<file path="config.mk">
export PLATFORM = sky130hd
export DESIGN_NAME = uart_mode_router
export DESIGN_NICKNAME = d
export VERILOG_FILES = /design/src/rtl/uart_route_pkg.sv /design/src/rtl/uart_route_ctrl.sv /design/src/rtl/uart_push_gate.sv /design/src/rtl/uart_route_datapath.sv /design/src/rtl/uart_mode_router.sv
export SDC_FILE = /design/constraint.sdc
export NUM_CORES = 1
export LEC_CHECK = 0
export BUFFER_PORTS_ARGS = -buffer_cell sky130_fd_sc_hd__buf_2
export CORE_MARGIN = 2
export CORE_UTILIZATION = 41
export CTS_BUF_LIST = sky130_fd_sc_hd__clkbuf_2
export CTS_CLUSTER_SIZE = 20
export DETAILED_ROUTE_END_ITERATION = 10
export PLACE_DENSITY = 0.78
export SYNTH_ARGS = -nofsm -noshare
export SYNTH_HDL_FRONTEND = slang
export SYNTH_SLANG_ARGS = --single-unit
</file>
<file path="constraint.sdc">
create_clock -name clk -period 3.09 [get_ports clk]
set_input_delay 0.618 -clock clk [delete_from_list [all_inputs] [get_ports clk]]
set_output_delay 0.618 -clock clk [all_outputs]
set_load 0.02 [all_outputs]
</file>
<file path="src/rtl/uart_route_pkg.sv">
`timescale 1ns/1ps
package uart_route_pkg;

  typedef enum logic [1:0] {
    CH_NORMAL = 2'd0,
    CH_ECHO   = 2'd1,
    CH_LOCAL  = 2'd2,
    CH_REMOTE = 2'd3
  } chanMode_e;

  localparam logic [1:0] ADDR_CTRL = 2'd0;
  localparam logic [1:0] ADDR_MODE = 2'd1;
  localparam logic [1:0] ADDR_DATA = 2'd2;

  localparam int MODE_LSB    = 8;
  localparam int CTRL_W      = 9;
  localparam logic [CTRL_W-1:0] CTRL_RESET = 9'h128;

  localparam int BIT_RX_FLUSH = 0;
  localparam int BIT_TX_FLUSH = 1;
  localparam int BIT_RX_EN    = 2;
  localparam int BIT_RX_DIS   = 3;
  localparam int BIT_TX_EN    = 4;
  localparam int BIT_TX_DIS   = 5;

  // strobes from control to datapath
  typedef struct packed {
    chanMode_e mode;
    logic      rxOn;
    logic      txOn;
    logic      hostWr;
  } routeCtl_t;

  function automatic logic lineFeedsRx(chanMode_e m);
    return (m == CH_NORMAL) || (m == CH_ECHO);
  endfunction

  function automatic logic lineFeedsTx(chanMode_e m);
    return (m == CH_ECHO) || (m == CH_REMOTE);
  endfunction

endpackage

</file>
<file path="src/rtl/uart_route_ctrl.sv">
`timescale 1ns/1ps
module uart_route_ctrl
  import uart_route_pkg::*;
#(
  parameter int REG_W = 32
) (
  input  logic             clk,
  input  logic             rst_n,
  input  logic             regWrEn,
  input  logic [1:0]       regAddr,
  input  logic [REG_W-1:0] regWrData,
  output routeCtl_t        ctl,
  output logic             rxFlush,
  output logic             txFlush
);

  localparam logic [CTRL_W-1:0] SELF_CLEAR =
    CTRL_W'((1 << BIT_RX_FLUSH) | (1 << BIT_TX_FLUSH));

  logic [CTRL_W-1:0] ctrlReg;
  chanMode_e         modeReg;
  logic              ctrlWr;
  logic              modeWr;

  assign ctrlWr = regWrEn && (regAddr == ADDR_CTRL);
  assign modeWr = regWrEn && (regAddr == ADDR_MODE);

  always_ff @(posedge clk or negedge rst_n) begin
    if (!rst_n) begin
      ctrlReg <= CTRL_RESET;
      modeReg <= CH_NORMAL;
      rxFlush <= 1'b0;
      txFlush <= 1'b0;
    end else begin
      rxFlush <= ctrlWr && regWrData[BIT_RX_FLUSH];
      txFlush <= ctrlWr && regWrData[BIT_TX_FLUSH];
      if (ctrlWr) begin
        ctrlReg <= regWrData[CTRL_W-1:0] & ~SELF_CLEAR;
      end
      if (modeWr) begin
        modeReg <= chanMode_e'(regWrData[MODE_LSB+1:MODE_LSB]);
      end
    end
  end

  always_comb begin
    ctl.mode   = modeReg;
    ctl.rxOn   = ctrlReg[BIT_RX_EN] && !ctrlReg[BIT_RX_DIS];
    ctl.txOn   = ctrlReg[BIT_TX_EN] && !ctrlReg[BIT_TX_DIS];
    ctl.hostWr = regWrEn && (regAddr == ADDR_DATA);
  end


  rx_flush_src_chk: assert property (@(posedge clk) disable iff (!rst_n)
    rxFlush |-> $past(regWrEn && regAddr == ADDR_CTRL && regWrData[BIT_RX_FLUSH]));


  tx_flush_src_chk: assert property (@(posedge clk) disable iff (!rst_n)
    txFlush |-> $past(regWrEn && regAddr == ADDR_CTRL && regWrData[BIT_TX_FLUSH]));

endmodule

</file>
<file path="src/rtl/uart_push_gate.sv">
`timescale 1ns/1ps
module uart_push_gate #(
  parameter int DATA_W = 8,
  parameter int CNT_W  = 7
) (
  input  logic              clk,
  input  logic              rst_n,
  input  logic              want,
  input  logic              dirOn,
  input  logic [CNT_W-1:0]  free,
  input  logic [DATA_W-1:0] byteIn,
  output logic              push,
  output logic [DATA_W-1:0] pushData,
  output logic              full
);

  logic go;
  assign go = want && dirOn;

  always_ff @(posedge clk or negedge rst_n) begin
    if (!rst_n) begin
      push     <= 1'b0;
      pushData <= '0;
      full     <= 1'b0;
    end else begin
      push <= go && (free != '0);
      full <= go && (free == '0);
      if (go) pushData <= byteIn;
    end
  end


  push_full_chk: assert property (@(posedge clk) disable iff (!rst_n)
    push |-> $past(free) != '0);


  full_excl_chk: assert property (@(posedge clk) disable iff (!rst_n)
    !(push && full));

endmodule

</file>
<file path="src/rtl/uart_route_datapath.sv">
`timescale 1ns/1ps
module uart_route_datapath
  import uart_route_pkg::*;
#(
  parameter int DATA_W     = 8,
  parameter int CNT_W      = 7,
  parameter int NONE_SPACE = 64
) (
  input  logic              clk,
  input  logic              rst_n,
  input  routeCtl_t         ctl,
  input  logic [DATA_W-1:0] hostByte,
  input  logic              lineValid,
  input  logic [DATA_W-1:0] lineByte,
  input  logic [CNT_W-1:0]  rxFree,
  input  logic [CNT_W-1:0]  txFree,
  output logic [CNT_W-1:0]  lineSpace,
  output logic              lineReady,
  output logic              rxPush,
  output logic [DATA_W-1:0] rxPushData,
  output logic              txPush,
  output logic [DATA_W-1:0] txPushData,
  output logic              rxOverrun,
  output logic              txOverflow
);

  logic              feedRx, feedTx;
  logic              wantRx, wantTx;
  logic [DATA_W-1:0] rxByte, txByte;

  always_comb begin
    feedRx = lineFeedsRx(ctl.mode);
    feedTx = lineFeedsTx(ctl.mode);
    lineSpace = CNT_W'(NONE_SPACE);
    if (feedRx && rxFree < lineSpace) lineSpace = rxFree;
    if (feedTx && txFree < lineSpace) lineSpace = txFree;
  end

  assign lineReady = (lineSpace != '0);

  always_comb begin
    wantRx = (lineValid && feedRx) || (ctl.hostWr && ctl.mode == CH_LOCAL);
    wantTx = (lineValid && feedTx) || (ctl.hostWr && ctl.mode == CH_NORMAL);
    rxByte = (ctl.mode == CH_LOCAL)  ? hostByte : lineByte;
    txByte = (ctl.mode == CH_NORMAL) ? hostByte : lineByte;
  end

  uart_push_gate #(.DATA_W(DATA_W), .CNT_W(CNT_W)) u_rxGate (
    .clk(clk), .rst_n(rst_n), .want(wantRx), .dirOn(ctl.rxOn),
    .free(rxFree), .byteIn(rxByte),
    .push(rxPush), .pushData(rxPushData), .full(rxOverrun)
  );

  uart_push_gate #(.DATA_W(DATA_W), .CNT_W(CNT_W)) u_txGate (
    .clk(clk), .rst_n(rst_n), .want(wantTx), .dirOn(ctl.txOn),
    .free(txFree), .byteIn(txByte),
    .push(txPush), .pushData(txPushData), .full(txOverflow)
  );


  remote_no_rx_chk: assert property (@(posedge clk) disable iff (!rst_n)
    $past(ctl.mode == CH_REMOTE) |-> !rxPush && !rxOverrun);


  echo_host_ignored_chk: assert property (@(posedge clk) disable iff (!rst_n)
    $past(ctl.mode == CH_ECHO && !lineValid) |-> !rxPush && !txPush);


  local_line_dropped_chk: assert property (@(posedge clk) disable iff (!rst_n)
    $past(ctl.mode == CH_LOCAL && !ctl.hostWr) |-> !rxPush && !txPush);


  local_ready_chk: assert property (@(posedge clk) disable iff (!rst_n)
    (ctl.mode == CH_LOCAL) |-> lineReady);


  rx_off_quiet_chk: assert property (@(posedge clk) disable iff (!rst_n)
    $past(!ctl.rxOn) |-> !rxPush && !rxOverrun);

endmodule

</file>
<file path="src/rtl/uart_mode_router.sv">
`timescale 1ns/1ps
module uart_mode_router
  import uart_route_pkg::*;
#(
  parameter int DATA_W   = 8,
  parameter int REG_W    = 32,
  parameter int RX_DEPTH = 64,
  parameter int TX_DEPTH = 64,
  localparam int MAX_DEPTH = (RX_DEPTH > TX_DEPTH) ? RX_DEPTH : TX_DEPTH,
  localparam int CNT_W     = $clog2(MAX_DEPTH + 1)
) (
  input  logic              clk,
  input  logic              rst_n,
  input  logic              regWrEn,
  input  logic [1:0]        regAddr,
  input  logic [REG_W-1:0]  regWrData,
  input  logic              lineValid,
  input  logic [DATA_W-1:0] lineByte,
  input  logic [CNT_W-1:0]  rxFree,
  input  logic [CNT_W-1:0]  txFree,
  output logic [CNT_W-1:0]  lineSpace,
  output logic              lineReady,
  output logic              rxPush,
  output logic [DATA_W-1:0] rxPushData,
  output logic              txPush,
  output logic [DATA_W-1:0] txPushData,
  output logic              rxOverrun,
  output logic              txOverflow,
  output logic              rxFlush,
  output logic              txFlush
);

  routeCtl_t ctl;

  uart_route_ctrl #(.REG_W(REG_W)) u_ctrl (
    .clk(clk), .rst_n(rst_n), .regWrEn(regWrEn), .regAddr(regAddr),
    .regWrData(regWrData), .ctl(ctl), .rxFlush(rxFlush), .txFlush(txFlush)
  );

  uart_route_datapath #(
    .DATA_W(DATA_W), .CNT_W(CNT_W), .NONE_SPACE(MAX_DEPTH)
  ) u_data (
    .clk(clk), .rst_n(rst_n), .ctl(ctl), .hostByte(regWrData[DATA_W-1:0]),
    .lineValid(lineValid), .lineByte(lineByte), .rxFree(rxFree), .txFree(txFree),
    .lineSpace(lineSpace), .lineReady(lineReady),
    .rxPush(rxPush), .rxPushData(rxPushData),
    .txPush(txPush), .txPushData(txPushData),
    .rxOverrun(rxOverrun), .txOverflow(txOverflow)
  );

endmodule

</file>
==> results.json <==
{
  "die_area_sq_um": 4400,
  "final-setup-viol-count": 0,
  "port_buffers": 67,
  "core_sq_um": 3689,
  "fin_skew_ps": 21.88,
  "die_w_um": 66.33,
  "routed_wl_mm": 3.684,
  "hpwl_mm": 2.892,
  "layout_commonest_cell": "buf_2",
  "drv_cap": 0,
  "cts.hold.buffers_added": 0,
  "dr.pass1.iters": 4,
  "grt_pass1_vias": 1384,
  "wl_per_cell_um": 14.45,
  "drv_slew": 0,
  "grt_max_degree": 29,
  "vias_per_cell": 5.145,
  "drive_gt1_share_pct": 62.80,
  "relSlewSlack_pct": 48.82,
  "start_kind": "register",
  "htree_levels": 1,
  "fin_crit_sh_pct": 99.89,
  "synth_nets": 198,
  "grt_usage_pct": 17.92,
  "tritoncts": "built",
  "min_period_ps": 3086,
  "yosysSeqAreaShare_pct": 44.15,
  "p_leak_uw": 0.001047,
  "yosys_warnings": 0,
  "area_growth_pct": 36.37,
  "cts_buffers": 3,
  "fill_cells": 336,
  "vdd.ir_drop.worst_uv": 378.9,
  "hold_path.class": "input pin to async pin",
  "grt_first_pass_wirelength_mm": 6.085,
  "cts_buffer_depth": 2,
  "fin_util_pct": 58.89,
  "hold_viol_final": 0,
  "status": "completed",
  "worstMarginPinSlew_ps": 764.9,
  "clk_pin_slew_ps": 250,
  "drcViolationCount": 0,
  "vias": 1312,
  "pwr_density_cell_nw_per_um2": 624.5,
  "fmax_mhz": 324.0,
  "drtIter0Drc": 19,
  "clock_latency_ps": 360,
  "nets": 274,
  "antenna_found_initial": 0,
  "cts-root-buf": "clkbuf_2",
  "worstPathRequired_ps": 2470,
  "gp_congestion": 0.7111,
  "criticalPathCategory": "register to output pin",
  "cp-end-kind": "output pin",
  "layout_common_cells": "buf_2, mux2_2, dfrtp_1, buf_4, inv_1",
  "die_h_um": 66.33,
  "tns_ps": 0,
  "netlist_area_sq_um": 1593,
  "synthCells": 132,
  "ant_nets": 0,
  "worst_hold_slack_ps": 211.7,
  "postSynthAreaPerCell_sq_um": 12.07,
  "cts.sinks": 28,
  "synthDistinctLibCells": 26,
  "crit_fanout": 8,
  "ys_ff_latch": 28,
  "ios": 90,
  "ff2ff_path_depth": 4,
  "overflow": 0,
  "num_rows": 22,
  "arrival_ps": 2470,
  "start_util_pct": 43.18,
  "num_antenna_cells": 0,
  "rsz0062_at_grt": "true"
}
-- metal layers --
layer | share of wire [%] | track usage, %
met1 | 42 | 21.45
met5 | 0 | 0
met4 | 0.68 | 3.061
met2 | 50 | 33.75
met3 | 7.3 | 2.896
-- area by class of cell --
type / count / area, sq um / share of cell area, %
multi-input combinational: 91 / 917.1 / 42.22
sequential: 28 / 703.2 / 32.37
timing repair buffer: 75 / 439.2 / 20.22
tap: 48 / 60.06 / 2.765
inverter: 9 / 33.78 / 1.555
clock buffer: 3 / 15.01 / 0.6912
clock inverter: 1 / 3.754 / 0.1728
-- kinds of logic after synthesis --
family                     count (synthesis)  share of synthesized area, %
muxes                                     46                         31.89
and+or+nand+nor                           32                         10.92
DFF                                       28                         44.15
buffers and inverters                     13                         3.535
AOI/OAI and AO/OA                          7                         4.792
adders and majority gates                  6                         4.713
-- Yosys cell counts --
cell type | number | area, sq um
nor3_1 | 2 | 10.01
nor2_1 | 7 | 26.28
dfstp_2 | 2 | 52.55
dfrtp_1 | 26 | 650.6
a21o_1 | 1 | 7.510
nor2b_1 | 1 | 6.260
and2_1 | 2 | 12.51
o22ai_1 | 1 | 6.260
o21ai_1 | 1 | 5.000
nor3b_1 | 1 | 7.510
nand3b_1 | 4 | 30.03
mux2i_1 | 8 | 80.08
nor4b_2 | 1 | 15.01
clkbuf_1 | 3 | 11.26
buf_6 | 1 | 11.26
nor4_1 | 2 | 12.51
a211oi_2 | 1 | 12.51
o2111a_1 | 1 | 11.26
mux2_2 | 38 | 427.9
inv_1 | 9 | 33.78
nand2_1 | 9 | 33.78
ha_1 | 6 | 75.07
a221oi_4 | 1 | 26.28
o31ai_1 | 1 | 7.510
nand2b_1 | 2 | 12.51
or4_1 | 1 | 7.510
-- flip-flops by register name (all words and copies together), names as in the netlist --
signal / count
u_ctrl.ctrlReg: 4
u_ctrl.modeReg: 2
u_ctrl.rxFlush: 1
u_ctrl.txFlush: 1
u_data.u_rxGate.full: 1
u_data.u_rxGate.push: 1
u_data.u_rxGate.pushData: 8
u_data.u_txGate.full: 1
u_data.u_txGate.push: 1
u_data.u_txGate.pushData: 8
-- worst max-delay path, cell delays in order (launching register included) --
cell	delay, ps
dfrtp_1	460
nor2_4	150
nand2_1	130
ha_4	240
a211oi_2	190
o21ai_2	110
a221oi_4	310
buf_12	180
mux2i_1	200
buf_4	170
-- metrics by stage --
stage / instance area, sq um / worst slack [ps] / total power [uW] / cells
floorplan: 1613 / -32.97 / 975.3 / 132
finish: 2172 / 3.549 / 1356 / 255
detailed placement: 2051 / -65.24 / 1212 / 250
global placement: 2051 / -7.704 / 1190 / 250
CTS: 2160 / -10.94 / 1367 / 255
global route: 2172 / -164.8 / 1445 / 255
-- power breakdown --
part | total [uW] | internal (uW) | switching (uW)
sequential | 554 | 491 | 62.9
combinational | 672 | 315 | 357
clock | 131 | 28.1 | 103
total | 1360 | 834 | 523
-- path summary, 6_finish.rpt --
| path | endpoint | from | slack [ps] |
|---|---|---|---|
| worst max-delay path | lineSpace[5] | u_ctrl.modeReg[1] | 4 |
| worst min-delay path | u_data.u_txGate.pushData[3] | rst_n | 210 |
| worst max register to register | u_data.u_rxGate.pushData[2] | u_ctrl.modeReg[1] | 1080 |
| worst min register to register | u_data.u_txGate.pushData[0] | u_data.u_txGate.pushData[0] | 540 |
| max in group asynchronous | u_ctrl.ctrlReg[2] | rst_n | 2460 |
| min in group clk | u_ctrl.txFlush | regWrData[1] | 450 |
-- repair_timing --
action	4_1_cts	5_1_grt
pin swaps	7	0
setup buffers	1	0
endpoints found under the setup margin	8	8
resized for setup	15	5
endpoints found under the hold margin	0	0
Note: power is estimated with default switching activity, not from simulation.
